### src/rtl/tam_pkg.sv
package tam_pkg;
  typedef enum logic [2:0] {
    RG_UPPER = 3'd0,
    RG_LOWER = 3'd1,
    RG_MAX   = 3'd2,
    RG_MIN   = 3'd3,
    RG_FLAG  = 3'd4,
    RG_OT    = 3'd5
  } tam_region_e;
endpackage

### src/rtl/tam_limit_bank.sv
module tam_limit_bank #(
  parameter int NUM_CH = 16,
  parameter int DATA_W = 16,
  localparam int CH_W  = $clog2(NUM_CH)
) (
  input  logic              clk,
  input  logic              rst,
  input  logic              we_upper,
  input  logic              we_lower,
  input  logic [CH_W-1:0]   wr_idx,
  input  logic [DATA_W-1:0] wr_data,
  input  logic [CH_W-1:0]   cur_ch,
  input  logic [CH_W-1:0]   rd_idx,
  output logic [DATA_W-1:0] cur_upper,
  output logic [DATA_W-1:0] cur_lower,
  output logic [DATA_W-1:0] rd_upper,
  output logic [DATA_W-1:0] rd_lower
);
  logic [DATA_W-1:0] upper_q [NUM_CH];
  logic [DATA_W-1:0] lower_q [NUM_CH];

  always_ff @(posedge clk) begin
    if (rst) begin
      for (int i = 0; i < NUM_CH; i++) begin
        upper_q[i] <= '1;
        lower_q[i] <= '0;
      end
    end else begin
      if (we_upper) upper_q[wr_idx] <= wr_data;
      if (we_lower) lower_q[wr_idx] <= wr_data;
    end
  end

  assign cur_upper = upper_q[cur_ch];
  assign cur_lower = lower_q[cur_ch];
  assign rd_upper  = upper_q[rd_idx];
  assign rd_lower  = lower_q[rd_idx];


  upper_write_chk: assert property (@(posedge clk) disable iff (rst)
    we_upper |=> upper_q[$past(wr_idx)] == $past(wr_data));
endmodule

### src/rtl/tam_extremes.sv
module tam_extremes #(
  parameter int NUM_CH = 16,
  parameter int DATA_W = 16,
  localparam int CH_W  = $clog2(NUM_CH)
) (
  input  logic              clk,
  input  logic              rst,
  input  logic              meas_valid,
  input  logic [CH_W-1:0]   meas_ch,
  input  logic [DATA_W-1:0] meas_data,
  input  logic [CH_W-1:0]   rd_idx,
  output logic [DATA_W-1:0] rd_max,
  output logic [DATA_W-1:0] rd_min
);
  logic [DATA_W-1:0] max_q [NUM_CH];
  logic [DATA_W-1:0] min_q [NUM_CH];

  always_ff @(posedge clk) begin
    if (rst) begin
      for (int i = 0; i < NUM_CH; i++) begin
        max_q[i] <= '0;
        min_q[i] <= '1;
      end
    end else if (meas_valid) begin
      if (meas_data > max_q[meas_ch]) max_q[meas_ch] <= meas_data;
      if (meas_data < min_q[meas_ch]) min_q[meas_ch] <= meas_data;
    end
  end

  assign rd_max = max_q[rd_idx];
  assign rd_min = min_q[rd_idx];


  max_cover_chk: assert property (@(posedge clk) disable iff (rst)
    meas_valid |=> max_q[$past(meas_ch)] >= $past(meas_data));

  min_cover_chk: assert property (@(posedge clk) disable iff (rst)
    meas_valid |=> min_q[$past(meas_ch)] <= $past(meas_data));
endmodule

### src/rtl/tam_ot_guard.sv
module tam_ot_guard #(
  parameter int NUM_CH          = 16,
  parameter int DATA_W          = 16,
  parameter int OT_CH           = 0,
  parameter logic [3:0] EN_CODE = 4'h5,
  localparam int CH_W           = $clog2(NUM_CH)
) (
  input  logic              clk,
  input  logic              rst,
  input  logic              we_ot,
  input  logic [DATA_W-1:0] wr_data,
  input  logic              meas_valid,
  input  logic [CH_W-1:0]   meas_ch,
  input  logic [DATA_W-1:0] meas_data,
  output logic [DATA_W-1:0] ot_reg,
  output logic              ot_alarm,
  output logic              shutdown_req
);
  localparam logic [DATA_W-1:0] OT_RST = {{(DATA_W-4){1'b1}}, 4'h0};

  logic [DATA_W-1:0] ot_q;
  logic [DATA_W-1:0] thr;
  logic              en_ok, hit, over;
  logic              ot_flag_q, sd_q;

  assign thr   = {ot_q[DATA_W-1:4], 4'h0};
  assign en_ok = (ot_q[3:0] == EN_CODE);
  assign hit   = meas_valid && (meas_ch == CH_W'(OT_CH));
  assign over  = meas_data > thr;

  always_ff @(posedge clk) begin
    if (rst) begin
      ot_q      <= OT_RST;
      ot_flag_q <= 1'b0;
      sd_q      <= 1'b0;
    end else begin
      if (we_ot) ot_q <= wr_data;
      if (hit) begin
        ot_flag_q <= over;
        if (over && en_ok) sd_q <= 1'b1;
      end
    end
  end

  assign ot_reg       = ot_q;
  assign ot_alarm     = ot_flag_q;
  assign shutdown_req = sd_q;


  ot_follow_chk: assert property (@(posedge clk) disable iff (rst)
    hit |=> ot_flag_q == ($past(meas_data) > $past(thr)));

  sd_gate_chk: assert property (@(posedge clk) disable iff (rst)
    (!sd_q && !en_ok) |=> !sd_q);

  sd_sticky_chk: assert property (@(posedge clk) disable iff (rst)
    sd_q |=> sd_q);
endmodule

### src/rtl/thresh_alarm_monitor.sv
module thresh_alarm_monitor
  import tam_pkg::*;
#(
  parameter int NUM_CH             = 16,
  parameter int DATA_W             = 16,
  parameter int ADDR_W             = 8,
  parameter int OT_CH              = 0,
  parameter logic [3:0] OT_EN_CODE = 4'h5,
  localparam int CH_W              = $clog2(NUM_CH)
) (
  input  logic              clk,
  input  logic              rst,
  input  logic              meas_valid,
  input  logic [CH_W-1:0]   meas_ch,
  input  logic [DATA_W-1:0] meas_data,
  input  logic              wr_en,
  input  logic [ADDR_W-1:0] wr_addr,
  input  logic [DATA_W-1:0] wr_data,
  input  logic              rd_en,
  input  logic [ADDR_W-1:0] rd_addr,
  output logic [DATA_W-1:0] rd_data,
  output logic [NUM_CH-1:0] alarm,
  output logic              ot_alarm,
  output logic              shutdown_req
);
  tam_region_e       wr_rg, rd_rg;
  logic              wr_tab, rd_tab;
  logic [CH_W-1:0]   wr_idx, rd_idx;
  logic [DATA_W-1:0] cur_upper, cur_lower;
  logic [DATA_W-1:0] rd_upper, rd_lower, rd_max, rd_min, ot_reg;
  logic [DATA_W-1:0] rd_next, rd_q;
  logic [NUM_CH-1:0] alarm_q;
  logic              out_rng;

  assign wr_rg  = tam_region_e'(wr_addr[ADDR_W-1:ADDR_W-3]);
  assign rd_rg  = tam_region_e'(rd_addr[ADDR_W-1:ADDR_W-3]);
  assign wr_tab = (wr_addr[ADDR_W-4:CH_W] == '0);
  assign rd_tab = (rd_addr[ADDR_W-4:CH_W] == '0);
  assign wr_idx = wr_addr[CH_W-1:0];
  assign rd_idx = rd_addr[CH_W-1:0];

  tam_limit_bank #(.NUM_CH(NUM_CH), .DATA_W(DATA_W)) u_limits (
    .clk(clk), .rst(rst),
    .we_upper(wr_en && wr_tab && wr_rg == RG_UPPER),
    .we_lower(wr_en && wr_tab && wr_rg == RG_LOWER),
    .wr_idx(wr_idx), .wr_data(wr_data),
    .cur_ch(meas_ch), .rd_idx(rd_idx),
    .cur_upper(cur_upper), .cur_lower(cur_lower),
    .rd_upper(rd_upper), .rd_lower(rd_lower)
  );

  tam_extremes #(.NUM_CH(NUM_CH), .DATA_W(DATA_W)) u_extremes (
    .clk(clk), .rst(rst),
    .meas_valid(meas_valid), .meas_ch(meas_ch), .meas_data(meas_data),
    .rd_idx(rd_idx), .rd_max(rd_max), .rd_min(rd_min)
  );

  tam_ot_guard #(.NUM_CH(NUM_CH), .DATA_W(DATA_W), .OT_CH(OT_CH),
                 .EN_CODE(OT_EN_CODE)) u_ot (
    .clk(clk), .rst(rst),
    .we_ot(wr_en && wr_rg == RG_OT && wr_addr[ADDR_W-4:0] == '0),
    .wr_data(wr_data),
    .meas_valid(meas_valid), .meas_ch(meas_ch), .meas_data(meas_data),
    .ot_reg(ot_reg), .ot_alarm(ot_alarm), .shutdown_req(shutdown_req)
  );

  assign out_rng = (meas_data > cur_upper) || (meas_data < cur_lower);

  for (genvar c = 0; c < NUM_CH; c++) begin : g_alarm
    always_ff @(posedge clk) begin
      if (rst) alarm_q[c] <= 1'b0;
      else if (meas_valid && meas_ch == CH_W'(c)) alarm_q[c] <= out_rng;
    end
  end

  always_comb begin
    rd_next = '0;
    unique case (rd_rg)
      RG_UPPER: if (rd_tab) rd_next = rd_upper;
      RG_LOWER: if (rd_tab) rd_next = rd_lower;
      RG_MAX:   if (rd_tab) rd_next = rd_max;
      RG_MIN:   if (rd_tab) rd_next = rd_min;
      RG_FLAG: begin
        if (rd_addr[ADDR_W-4:0] == '0)
          rd_next = DATA_W'(alarm_q);
        else if (rd_addr[ADDR_W-4:0] == (ADDR_W-3)'(1))
          rd_next = DATA_W'({shutdown_req, ot_alarm});
      end
      RG_OT:    if (rd_addr[ADDR_W-4:0] == '0) rd_next = ot_reg;
      default:  rd_next = '0;
    endcase
  end

  always_ff @(posedge clk) begin
    if (rst)        rd_q <= '0;
    else if (rd_en) rd_q <= rd_next;
  end

  assign rd_data = rd_q;
  assign alarm   = alarm_q;


  alarm_set_chk: assert property (@(posedge clk) disable iff (rst)
    (meas_valid && out_rng) |=> alarm_q[$past(meas_ch)]);

  alarm_clear_chk: assert property (@(posedge clk) disable iff (rst)
    (meas_valid && !out_rng) |=> !alarm_q[$past(meas_ch)]);

  alarm_hold_chk: assert property (@(posedge clk) disable iff (rst)
    !meas_valid |=> $stable(alarm_q));
endmodule

### config.mk
export PLATFORM = sky130hd
export DESIGN_NAME = thresh_alarm_monitor
export DESIGN_NICKNAME = d
export VERILOG_FILES = /design/src/rtl/tam_pkg.sv /design/src/rtl/tam_limit_bank.sv /design/src/rtl/tam_extremes.sv /design/src/rtl/tam_ot_guard.sv /design/src/rtl/thresh_alarm_monitor.sv
export SDC_FILE = /design/constraint.sdc
export NUM_CORES = 2
export LEC_CHECK = 0
export CORE_ASPECT_RATIO = 0.6
export CORE_MARGIN = 5
export CORE_UTILIZATION = 39
export DETAILED_ROUTE_END_ITERATION = 7
export GPL_TIMING_DRIVEN = 0
export PLACE_DENSITY = 0.52
export SLEW_MARGIN = 20
export SYNTH_ARGS = -nofsm -noshare
export SYNTH_HDL_FRONTEND = slang
export SYNTH_SLANG_ARGS = --single-unit
### constraint.sdc
create_clock -name clk -period 7.57 [get_ports clk]
set_clock_uncertainty 0.05 [all_clocks]
set_input_delay 1.514 -clock clk [delete_from_list [all_inputs] [get_ports clk]]
set_output_delay 1.514 -clock clk [all_outputs]
set_load 0.01 [all_outputs]
==> metrics.md <==
| Metric | Value |
|---|---|
| Core box area | `0.145 mm^2` |
| Max-cap violations | `0` |
| Clk slew on worst S/H paths | `0.07 ns` |
| CTS H-tree depth | `3` |
| Number of port buffers | `83` |
| Setup WS pre-CTS | `-1.39 ns` |
| Layout Utilization | `45.4%` |
| Top cells by count, synth | `1024 x edfxtp_1, 575 x mux4_2, 415 x nand2_1` |
| Worst setup SP type | `input port` |
| Max-slew violations | `0` |
| Via count | `44800` |
| Syn_nets | `4161` |
| Crit path kind | `input port to flip-flop` |
| Detailed Place HPWL | `235000 um` |
| P_leak | `21.3 nW` |
| Yosys cell types | `50` |
| Syn Area/Cell | `14.2 um^2` |
| Fraction of registers with async set/reset | `0%` |
| Root Driver | `clkbuf_16` |
| PD cells | `225 mW/mm^2` |
| Yosys Warn Count | `0` |
| Status | `complete, but fails checks` |
| CTS tree | `built` |
| Most common cell in the netlist | `edfxtp_1` |
| Sequential share of the synthesized area | `55.4%` |
| Total Routed Length | `309000 um` |
| DRT iter0 DRCs | `9356` |
| Worst Path Arrival | `8.42 ns` |
| Worst skew pair latency | `0.76 ns` |
| Final setup TNS | `-4.82 ns` |
| Cell taking the most area after synthesis | `edfxtp_1` |
| CP Max Fanout | `10` |
| EDFF count, synth | `1024` |
| Antenna violation net count after detailed routing | `0` |
| Crit path required time | `8.10 ns` |
| Synth Register Bits | `1074` |
| RD Place Congestion | `1.08` |
| Endpoints failing hold | `0` |
| GRT Resource Usage Total | `39.2%` |
| Post-layout min period | `7.89 ns` |
| Post-synthesis cell count | `4030` |
| Dpl cell area | `0.0623 mm^2` |
| Tcrit/Tclk final | `104%` |
| Tot Pwr | `14.8 mW` |
| Clk buf depth | `3` |
| Slew HR | `9.04%` |
| DRC Markers | `0` |
| RSZ-0062 raised after global routing | `no` |
| Post-route setup slack | `-0.318 ns` |
| Top achievable clock speed | `127 MHz` |
| Die Wd | `505 um` |
| Worst hold slack | `0.445 ns` |
| Via-to-Cell Ratio | `7.08` |
| Global-route wire length before repair | `398000 um` |
| Nets | `4419` |
| Clock Sinks | `1074` |
| Initial antenna violation count | `45` |
| DP Cell Count | `6102` |
| Area growth syn-to-layout | `15.1%` |
| Die area | `0.155 mm^2` |
| Synth top area share | `53.7%` |
| Layout cells sized above 1 | `29.3%` |
| Largest net degree at the start of global routing | `17` |
| Initial cell density of the core | `39.4%` |
| Failing checks | `negative setup slack` |
| Total gr overflow | `0` |
| TritonCTS Buffers | `107` |
| FP Rows | `108` |
| Routed len/inst | `48.9 um` |
| Hold crit path type | `flip-flop to flip-flop` |
| Post-route cell area | `0.0659 mm^2` |
| Ports | `91` |
| Die Ht | `307 um` |
| Vias in the first global route | `39600` |
| Synth area leaders | `edfxtp_1 54%, mux4_2 23%, or2_2 3.0%` |
| Hold-fix buffers, CTS | `0` |
| Syn Std Cell Area | `0.0573 mm^2` |
| Worst-margin pin slew | `1.36 ns` |
| Worst setup EP type | `flip-flop` |
| Final setup viols | `40` |
| Ys flop type | `edfxtp_1` |
| Pre-antenna DRT Iters | `8` |
| Peak supply drop | `0.000176 V` |
| Setup Buffers After CTS | `0` |
| Final Non-Filler Cells | `6322` |
-- layout by cell type (no fill, tap or decap), types with 28 or more instances in the layout --
master	netlist	layout
clkbuf_2	0	78
nand3_1	53	53
inv_1	78	78
clkinv_1	0	28
dfxtp_1	50	50
nor2_1	391	391
buf_2	26	68
or2_2	273	273
clkbuf_1	287	227
clkbuf_16	0	108
a22oi_1	92	92
edfxtp_1	1024	1024
and3_1	42	42
a21oi_1	49	49
nand4_1	41	41
ha_1	74	74
nand2_1	415	415
buf_12	0	37
clkdlybuf4s50_1	0	80
and2_1	259	259
mux4_2	575	575
-- per-layer routing --
metal  track usage, %  routed length [um]  vias to the layer above
met5            0.755                 659                        -
met4             12.7               12700                       42
met3             28.0               65800                      672
met2             45.3              107000                     4629
met1             55.7              123000                    23400
li1                 -                   -                    16000
-- cell type report --
class	count	area, um^2
multi-input cells	2509	24000
plain buffers	369	1660
well taps	1925	2410
repair buffers	149	2200
clock buffers	128	2780
clock inverters	68	741
fillers	12900	79400
flip-flops and latches	1074	31800
inverters	78	293
diodes	22	55.1
-- report_power, final --
part           internal, mW  switching (mW)
Combinational         0.699            1.56
Sequential             6.72           0.129
Clock                  3.15            2.58
-- logic make-up (layout without fill, tap and decap cells) --
| kind of cell | after synthesis | after routing | share of synthesized area, % |
|---|---|---|---|
| compound gates | 290 | 290 | 3.59 |
| fa+ha+maj | 74 | 74 | 1.62 |
| buf+inv | 447 | 792 | 3.13 |
| flops | 1074 | 1074 | 55.4 |
| mux | 575 | 575 | 22.6 |
| other cells | 0 | 22 | 0 |
| simple gates | 1570 | 1570 | 13.6 |
-- critical path: stages --
cell	delay (ns)
clkdlybuf4s50_1	0.62
clkbuf_1	0.62
buf_1	0.71
clkdlybuf4s15_1	1.13
mux4_2	0.52
inv_1	0.08
ha_1	0.28
nand4_1	0.24
nor4_1	0.76
o2111ai_1	0.45
o31a_1	0.23
a2bb2oi_2	0.59
clkbuf_1	0.44
a311oi_1	0.18
-- what timing repair did --
item | CTS | global route
hold endpoints to repair | 0 | 0
cloned | 0 | 0
setup endpoints to repair | 382 | 206
pin swaps | 0 | 0
gates resized for setup | 4 | 12
-- path summary, 6_finish.rpt --
path / start / depth (start not counted) / endpoint / slack [ns]
worst max-delay path: meas_ch[2] / 14 / alarm[2] / -0.32
worst min-delay path: u_ot.ot_reg[2] / 2 / u_ot.ot_reg[2] / 0.45
worst max register to register: u_extremes.max_q[10][8] / 10 / u_extremes.max_q[1][9] / 2.30
worst min register to register: u_ot.ot_reg[2] / 2 / u_ot.ot_reg[2] / 0.45
Note: power is estimated with default switching activity, not from simulation.
